File: config.mk
export PLATFORM = sky130hd
export DESIGN_NAME = plic_core
export DESIGN_NICKNAME = d
export VERILOG_FILES = /design/src/rtl/plic_pkg.sv /design/src/rtl/plic_gateway.sv /design/src/rtl/plic_target_arb.sv /design/src/rtl/plic_core.sv
export SDC_FILE = /design/constraint.sdc
export NUM_CORES = 1
export LEC_CHECK = 0
export ABC_AREA = 1
export BUFFER_PORTS_ARGS = -buffer_cell sky130_fd_sc_hd__buf_2
export CAP_MARGIN = 20
export CORE_MARGIN = 2
export CORE_UTILIZATION = 40
export CTS_CLUSTER_DIAMETER = 80
export DETAILED_ROUTE_END_ITERATION = 8
export GPL_ROUTABILITY_DRIVEN = 0
export SLEW_MARGIN = 30
export SYNTH_ARGS = -nofsm -noshare
export SYNTH_HDL_FRONTEND = slang
export SYNTH_SLANG_ARGS = --single-unit
File: constraint.sdc
create_clock -name clk -period 49.3 [get_ports clk]
set_clock_uncertainty 0.1 [all_clocks]
set_input_delay 2.465 -clock clk [delete_from_list [all_inputs] [get_ports clk]]
set_output_delay 2.465 -clock clk [all_outputs]
set_load 0.02 [all_outputs]
File: src/rtl/plic_pkg.sv
// Package: address map constants shared by the interrupt controller core.
// Assumes byte addressing with 32-bit registers.
package plic_pkg;
    localparam int MODE_BASE  = 32'h0000_1100;
    localparam int EN_BASE    = 32'h0000_2000;
    localparam int EN_STRIDE  = 32'h0000_0080;
    localparam int CTX_BASE   = 32'h0020_0000;
    localparam int CTX_STRIDE = 32'h0000_1000;
    localparam int CLAIM_OFS  = 4;
endpackage

File: src/rtl/plic_gateway.sv
// Module: per-source gateway. Converts a level or rising-edge request into a
// pending bit, blocks the source between claim and completion, and holds
// one edge that arrives while the source is busy.
// Assumes claim is only pulsed while pending is high.
module plic_gateway (
    input  logic clk,
    input  logic rst_n,
    input  logic irq_in,
    input  logic edge_mode,
    input  logic claim,
    input  logic done,
    output logic pending
);
    logic irq_d, busy, held, rise, trig, take;

    assign rise = irq_in & ~irq_d;
    assign trig = edge_mode ? (rise | held) : irq_in;
    assign take = ~claim & ~(done & busy) & ~pending & ~busy & trig;

    // Track pending/in-service state and the held edge.
    always_ff @(posedge clk) begin
        if (!rst_n) begin
            irq_d   <= 1'b0;
            busy    <= 1'b0;
            held    <= 1'b0;
            pending <= 1'b0;
        end else begin
            irq_d <= irq_in;
            held  <= edge_mode & (held | rise) & ~take;
            if (claim) begin
                pending <= 1'b0;
                busy    <= 1'b1;
            end else if (done && busy) begin
                busy <= 1'b0;
            end else if (take) begin
                pending <= 1'b1;
            end
        end
    end
endmodule

File: src/rtl/plic_target_arb.sv
// Module: per-context arbiter. Picks the eligible source with the highest
// priority, with the lowest ID winning ties; outputs 0 when none qualifies.
// Purely combinational; assumes source IDs 1..NSRC.
module plic_target_arb #(
    parameter int NSRC   = 31,
    parameter int PRIO_W = 3,
    localparam int IDW   = $clog2(NSRC + 1)
) (
    input  logic [NSRC:1]             pend,
    input  logic [NSRC:1]             en,
    input  logic [NSRC:1][PRIO_W-1:0] prio,
    input  logic [PRIO_W-1:0]         thr,
    output logic [IDW-1:0]            best_id
);
    logic [PRIO_W-1:0] best_p;

    // Ascending scan with strict compare keeps the lowest ID on ties.
    always_comb begin
        best_p  = '0;
        best_id = '0;
        for (int k = 1; k <= NSRC; k++) begin
            if (pend[k] && en[k] && prio[k] > thr && prio[k] > best_p) begin
                best_p  = prio[k];
                best_id = IDW'(k);
            end
        end
    end
endmodule

File: src/rtl/plic_core.sv
// Module: interrupt controller top. Holds the register file, instantiates
// one gateway per source and one arbiter per context, and runs the
// claim/complete handshake. Assumes one access per cycle on the bus port.
module plic_core
    import plic_pkg::*;
#(
    parameter int NSRC   = 31,
    parameter int NCTX   = 2,
    parameter int PRIO_W = 3,
    parameter int ADDR_W = 22
) (
    input  logic              clk,
    input  logic              rst_n,
    input  logic [NSRC:1]     src_irq,
    input  logic              bus_req,
    input  logic              bus_we,
    input  logic [ADDR_W-1:0] bus_addr,
    input  logic [31:0]       bus_wdata,
    output logic              bus_rvalid,
    output logic [31:0]       bus_rdata,
    output logic [NCTX-1:0]   ctx_irq
);
    localparam int IDW = $clog2(NSRC + 1);

    logic [31:0]                a32;
    logic                       rd, wr;
    logic [NSRC:1][PRIO_W-1:0]  prio_q;
    logic [NSRC:1]              mode_q;
    logic [NCTX-1:0][NSRC:1]    en_q;
    logic [NCTX-1:0][PRIO_W-1:0] thr_q;
    logic [NSRC:1]              pend_vec, claim_vec, done_vec;
    logic [NCTX-1:0][IDW-1:0]   best_id;
    logic [31:0]                rdata_d;

    assign a32 = 32'(bus_addr);
    assign rd  = bus_req & ~bus_we;
    assign wr  = bus_req & bus_we;

    // Configuration register writes.
    always_ff @(posedge clk) begin
        if (!rst_n) begin
            prio_q <= '0;
            mode_q <= '0;
            en_q   <= '0;
            thr_q  <= '0;
        end else if (wr) begin
            for (int k = 1; k <= NSRC; k++) begin
                if (a32 == 32'(4 * k))
                    prio_q[k] <= bus_wdata[PRIO_W-1:0];
                if (a32 == 32'(MODE_BASE + 4 * (k / 32)))
                    mode_q[k] <= bus_wdata[k % 32];
            end
            for (int c = 0; c < NCTX; c++) begin
                for (int k = 1; k <= NSRC; k++) begin
                    if (a32 == 32'(EN_BASE + EN_STRIDE * c + 4 * (k / 32)))
                        en_q[c][k] <= bus_wdata[k % 32];
                end
                if (a32 == 32'(CTX_BASE + CTX_STRIDE * c))
                    thr_q[c] <= bus_wdata[PRIO_W-1:0];
            end
        end
    end

    // Claim and completion pulses toward the gateways.
    always_comb begin
        claim_vec = '0;
        done_vec  = '0;
        for (int c = 0; c < NCTX; c++) begin
            for (int k = 1; k <= NSRC; k++) begin
                if (rd && a32 == 32'(CTX_BASE + CTX_STRIDE * c + CLAIM_OFS)
                    && best_id[c] == IDW'(k))
                    claim_vec[k] = 1'b1;
                if (wr && a32 == 32'(CTX_BASE + CTX_STRIDE * c + CLAIM_OFS)
                    && bus_wdata == 32'(k))
                    done_vec[k] = 1'b1;
            end
        end
    end

    // Read data selection.
    always_comb begin
        rdata_d = '0;
        for (int k = 1; k <= NSRC; k++) begin
            if (a32 == 32'(4 * k))
                rdata_d[PRIO_W-1:0] = prio_q[k];
            if (a32 == 32'(MODE_BASE + 4 * (k / 32)))
                rdata_d[k % 32] = mode_q[k];
        end
        for (int c = 0; c < NCTX; c++) begin
            for (int k = 1; k <= NSRC; k++) begin
                if (a32 == 32'(EN_BASE + EN_STRIDE * c + 4 * (k / 32)))
                    rdata_d[k % 32] = en_q[c][k];
            end
            if (a32 == 32'(CTX_BASE + CTX_STRIDE * c))
                rdata_d[PRIO_W-1:0] = thr_q[c];
            if (a32 == 32'(CTX_BASE + CTX_STRIDE * c + CLAIM_OFS))
                rdata_d[IDW-1:0] = best_id[c];
        end
    end

    // Registered read response and context interrupt lines.
    always_ff @(posedge clk) begin
        if (!rst_n) begin
            bus_rvalid <= 1'b0;
            bus_rdata  <= '0;
            ctx_irq    <= '0;
        end else begin
            bus_rvalid <= rd;
            bus_rdata  <= rd ? rdata_d : '0;
            for (int c = 0; c < NCTX; c++)
                ctx_irq[c] <= (best_id[c] != '0);
        end
    end

    for (genvar g = 1; g <= NSRC; g++) begin : g_gw
        plic_gateway u_gw (
            .clk       (clk),
            .rst_n     (rst_n),
            .irq_in    (src_irq[g]),
            .edge_mode (mode_q[g]),
            .claim     (claim_vec[g]),
            .done      (done_vec[g]),
            .pending   (pend_vec[g])
        );
    end

    for (genvar c = 0; c < NCTX; c++) begin : g_arb
        plic_target_arb #(.NSRC(NSRC), .PRIO_W(PRIO_W)) u_arb (
            .pend    (pend_vec),
            .en      (en_q[c]),
            .prio    (prio_q),
            .thr     (thr_q[c]),
            .best_id (best_id[c])
        );
    end
endmodule

==> out/metrics.sh <==
OUTCOME='finished clean'
FIRST_GLOBAL_VIAS=24808
DRIVE_GT1_SHARE_PCT=15.5
CP_MAX_STAGE_DELAY_NS=0.40
WORSTSKEWPAIRLATENCY_NS=0.62
GLOBAL_ROUTE.USAGE.TOTAL_PCT=28.2
P_TOTAL_W=0.000680
WORSTSETUPPATHTYPE='reg -> reg'
REGTOREGENDPOINT='bus_rdata[2]'
NUMBER_OF_WARNINGS_PRINTED_DURING_YOSYS_SYNTHESIS=0
NUM-NETS-FINAL=4270
LOGIC_DEPTH_OF_THE_WORST_REGISTER_TO_REGISTER_PATH=206
SWITCHING_SHARE_PCT=25.0
CTS_REPAIR_RESIZE_COUNT=0
SYN_NETS=4166
PORT_BUFFERS=123
VIAS_PER_CELL=5.61
FIN_CRIT_SH_PCT=75.5
GRT_MAX_DEGREE=105
CP_SLOWEST_CELL='sky130_fd_sc_hd__o32ai_1'
VIAS=27025
POWER_REPORT.INTERNAL_TOTAL_W=0.000510
WORST_EP_REQUIRED_TIME_NS=49.66
CORE.ROWCOUNT=94
CTS-BUFFERS-INSERTED=44
WORST_TRAN_PIN_VALUE_NS=1.00
SYNTH_CELL_TYPE_COUNT=70
DRTANTENNAVIOLNETS=0
DP_HPWL_MM=74.3
FLOORPLAN.CORE_AREA_MM2=0.0660
SYNTH.YOSYS.SEQ_AREA_SHARE_PCT=26.3
DOMINANTREGCELLSYNTH='sky130_fd_sc_hd__dfxtp_1'
NUMBER_OF_ANTENNA_VIOLATIONS_AT_THE_FIRST_CHECK_IN_GLOBAL_ROUTING=12
MAX-CLOCK-PATH-BUFFERS=3
SYNTH_AREA_PER_CELL_UM2=7.01
CELLS_AFTER_SYNTH=3813
STARTING_UTILIZATION_OF_THE_CORE_AREA_PCT=40.5
DRT_PRE_ANTENNA_ITERS=7
HOLD_PATH_CLASS='reg -> reg'
SETUP.WORST_PATH.END_CLASS='flop'
GRTUSAGEMET1_PCT=39.7
SYNTH_AREA_LEADER_CELL='sky130_fd_sc_hd__dfxtp_1'
POWER_FRAC_CLOCK_PCT=52.7
CAP_VIOL_MAX_COUNT=0
TIMING.CRITICAL_PATH.FROM_TYPE='flop'
MINIMUM_SETUP_SLACK_AMONG_REG_TO_REG_PATHS_NS=12.10
WORST_HOLD_PATH.ENDPOINT='en_q[48]'
STDCELL_COUNT=4816
TRITONCTS='done'
SETUP-TNS-FINAL_NS=0
WORST_HOLD_STARTPOINT='en_q[48]'
CLOCK-ROOT-BUFFER='sky130_fd_sc_hd__clkbuf_16'
GRT_FIRST_PASS_WIRELENGTH_MM=151
SYNTHTOPCELLSBYAREA='sky130_fd_sc_hd__dfxtp_1, sky130_fd_sc_hd__ha_1, sky130_fd_sc_hd__o21ai_0, sky130_fd_sc_hd__nand2_1, sky130_fd_sc_hd__inv_1'
TIMING.CRITICAL_PATH.MAX_DELAY_FAMILY='compound AO/OA/AOI/OAI gates'
CRITICAL_PATH.N_BUFFERS_INVERTERS=17
PIN_COUNT=124
GLOBALROUTE.TOTALOVERFLOW=0
RSZ_0062_RAISED_AFTER_GLOBAL_ROUTING='no'
TIMING.FMAX_MHz=26.9
TIMING.FINAL.MAX_SLEW_VIOLATIONS=0
DIE_WIDTH_UM=263
POST_SYNTH_TOP_AREA_SHARE_PCT=26.3
SETUP_VIOL=0
P_SEQ_SHARE_PCT=43.0
SYNTH_AREA_MM2=0.0267
TIMING.CRITICAL_PATH.ARRIVAL_NS=37.56
NUMBER_OF_SINKS_HANDLED_BY_CLOCK_TREE_SYNTHESIS=351
USE_MET2_PCT=43.0
PLACED_CELLS_INCL_TAPS=4735
POWER.SWITCHING_W=0.000170
ASYNC_RESET_FF_SHARE_PCT=0
TIMING.FINAL.HOLD_VIOLATIONS=0
P_PER_AREA_mW_PER_MM2=22.9
ROUTE.DETAILED.WL_PER_INST_UM=20.7
COMBPWRFRAC_PCT=4.3
SYNTH_COMMON_CELLS='sky130_fd_sc_hd__nand2_1, sky130_fd_sc_hd__o21ai_0, sky130_fd_sc_hd__inv_1'
POST-SYNTH-TOP-COUNT-CELL='sky130_fd_sc_hd__nand2_1'
SYNTH_SEQ_CELLS=351
PERIOD_NEEDED_NS=37.20
PEAKVDDDROP_mV=0.0251
GR_UTIL_MET3_PCT=4.60
HTREE_LEVELS=2
FILLCELLCOUNT=6837
DIE_Y_UM=263
CTSHOLDBUFFERS=0
WORST_SETUP_HOLD_PATH_CLK_SLEW_NS=0.06
DIE-AREA_MM2=0.0689
SYNTHTOLAYOUTAREAGROWTH_PCT=11.2
WHS_PATH_DEPTH=2
GR-MAX-USAGE-LAYER='met2'
PATH_MAX_FANOUT=12
FIRST_ITER_VIOLATIONS=2478
SYNTH_ENABLE_FLOP_CELLS=0
TOTAL_LEAKAGE_POWER_nW=14.0
R2R_START='thr_q[2]'
DRC=0
DRT_WL_TOTAL_MM=99.5
CRIT_TOP_CELL='sky130_fd_sc_hd__o21ai_0'
CTS_POST_SETUP_BUFFERS_INSERTED=0
RELSLEWSLACK_PCT=33.0
[worst max-delay path by stage]
stage / startpoint / endpoint / cells after the start
global placement: thr_q[1] / bus_rdata[2] / 206
floorplan: thr_q[0] / g_gw[8].u_gw.pending / 205
finish: thr_q[2] / bus_rdata[2] / 206
CTS: thr_q[1] / bus_rdata[2] / 206
detailed placement: thr_q[1] / bus_rdata[2] / 205
global route: prio_q[1] / bus_rdata[2] / 205
[registers in the layout, summed over array words and instances, names as in the netlist]
name,cells
g_gw.u_gw.held,31
g_gw.u_gw.irq_d,31
bus_rvalid,1
en_q,62
g_gw.u_gw.busy,31
bus_rdata,32
g_gw.u_gw.pending,31
prio_q,93
mode_q,31
ctx_irq,2
thr_q,6
[power groups by stage]
stage / sequential (W) / combinational (W) / clock (W)
after detailed placement: 0.000298 / 0.0000288 / 0
after global placement: 0.000298 / 0.0000286 / 0
after global routing: 0.000292 / 0.0000322 / 0.000374
final: 0.000292 / 0.0000295 / 0.000359
after floorplan: 0.000295 / 0.0000157 / 0
after CTS: 0.000292 / 0.0000288 / 0.000364
[area by class of cell]
type	instances	area [µm²]	area share, %
flip-flops and latches	351	7030	23.6
inverters	516	1980	6.65
well taps	864	1080	3.64
clock inverters	20	344	1.16
multi-input cells	2858	17300	58.0
diodes	4	10.0	0.0337
repair buffers	146	801	2.69
clock buffers	57	1230	4.14
[metal layers]
layer  vias up  routed length [µm]
met5         -                  65
met4        10                4200
met3       201                8180
met2      1038               41200
met1     12411               45900
li1      13365                   -
[stage by stage]
stage	setup slack, ns	instance area [µm²]	util, %	hold slack (ns)
3_5_place_dp	12.63	28100	42.7	0.354
6_report	12.10	29700	45.1	0.364
3_3_place_gp	12.75	28100	42.7	0.351
2_1_floorplan	16.78	26700	-	0.334
4_1_cts	12.50	29700	45.0	0.363
5_1_grt	9.17	29700	45.1	0.374
[worst reg2reg max path, delay by kind of cell, from the launching register on]
kind	cells	cell delay, ns
and+or+nand+nor	98	11.33
adders and majority gates	31	9.16
DFF	1	0.35
AOI/OAI and AO/OA	60	14.36
buffers and inverters	17	1.76
[layout by cell type, fill, tap and decap left out, types with 52 or more instances in the layout]
master,netlist,routed
sky130_fd_sc_hd__nand3_2,83,83
sky130_fd_sc_hd__o21ai_0,515,515
sky130_fd_sc_hd__buf_2,1,122
sky130_fd_sc_hd__dfxtp_1,351,349
sky130_fd_sc_hd__a211oi_1,53,53
sky130_fd_sc_hd__ha_1,264,264
sky130_fd_sc_hd__nor2_1,307,305
sky130_fd_sc_hd__nand2_1,551,547
sky130_fd_sc_hd__nand2_2,114,118
sky130_fd_sc_hd__nand3_1,254,254
sky130_fd_sc_hd__nand4_1,65,65
sky130_fd_sc_hd__a21oi_1,292,291
sky130_fd_sc_hd__nand2_4,52,52
sky130_fd_sc_hd__inv_1,458,458
[cells by family after synthesis]
group | count (synthesis) | share of synthesized area [%]
buf+inv | 604 | 9.23
simple gates | 1553 | 30.0
fa+ha+maj | 264 | 12.4
compound gates | 1041 | 22.1
flops | 351 | 26.3
Note: power is estimated with default switching activity, not from simulation.
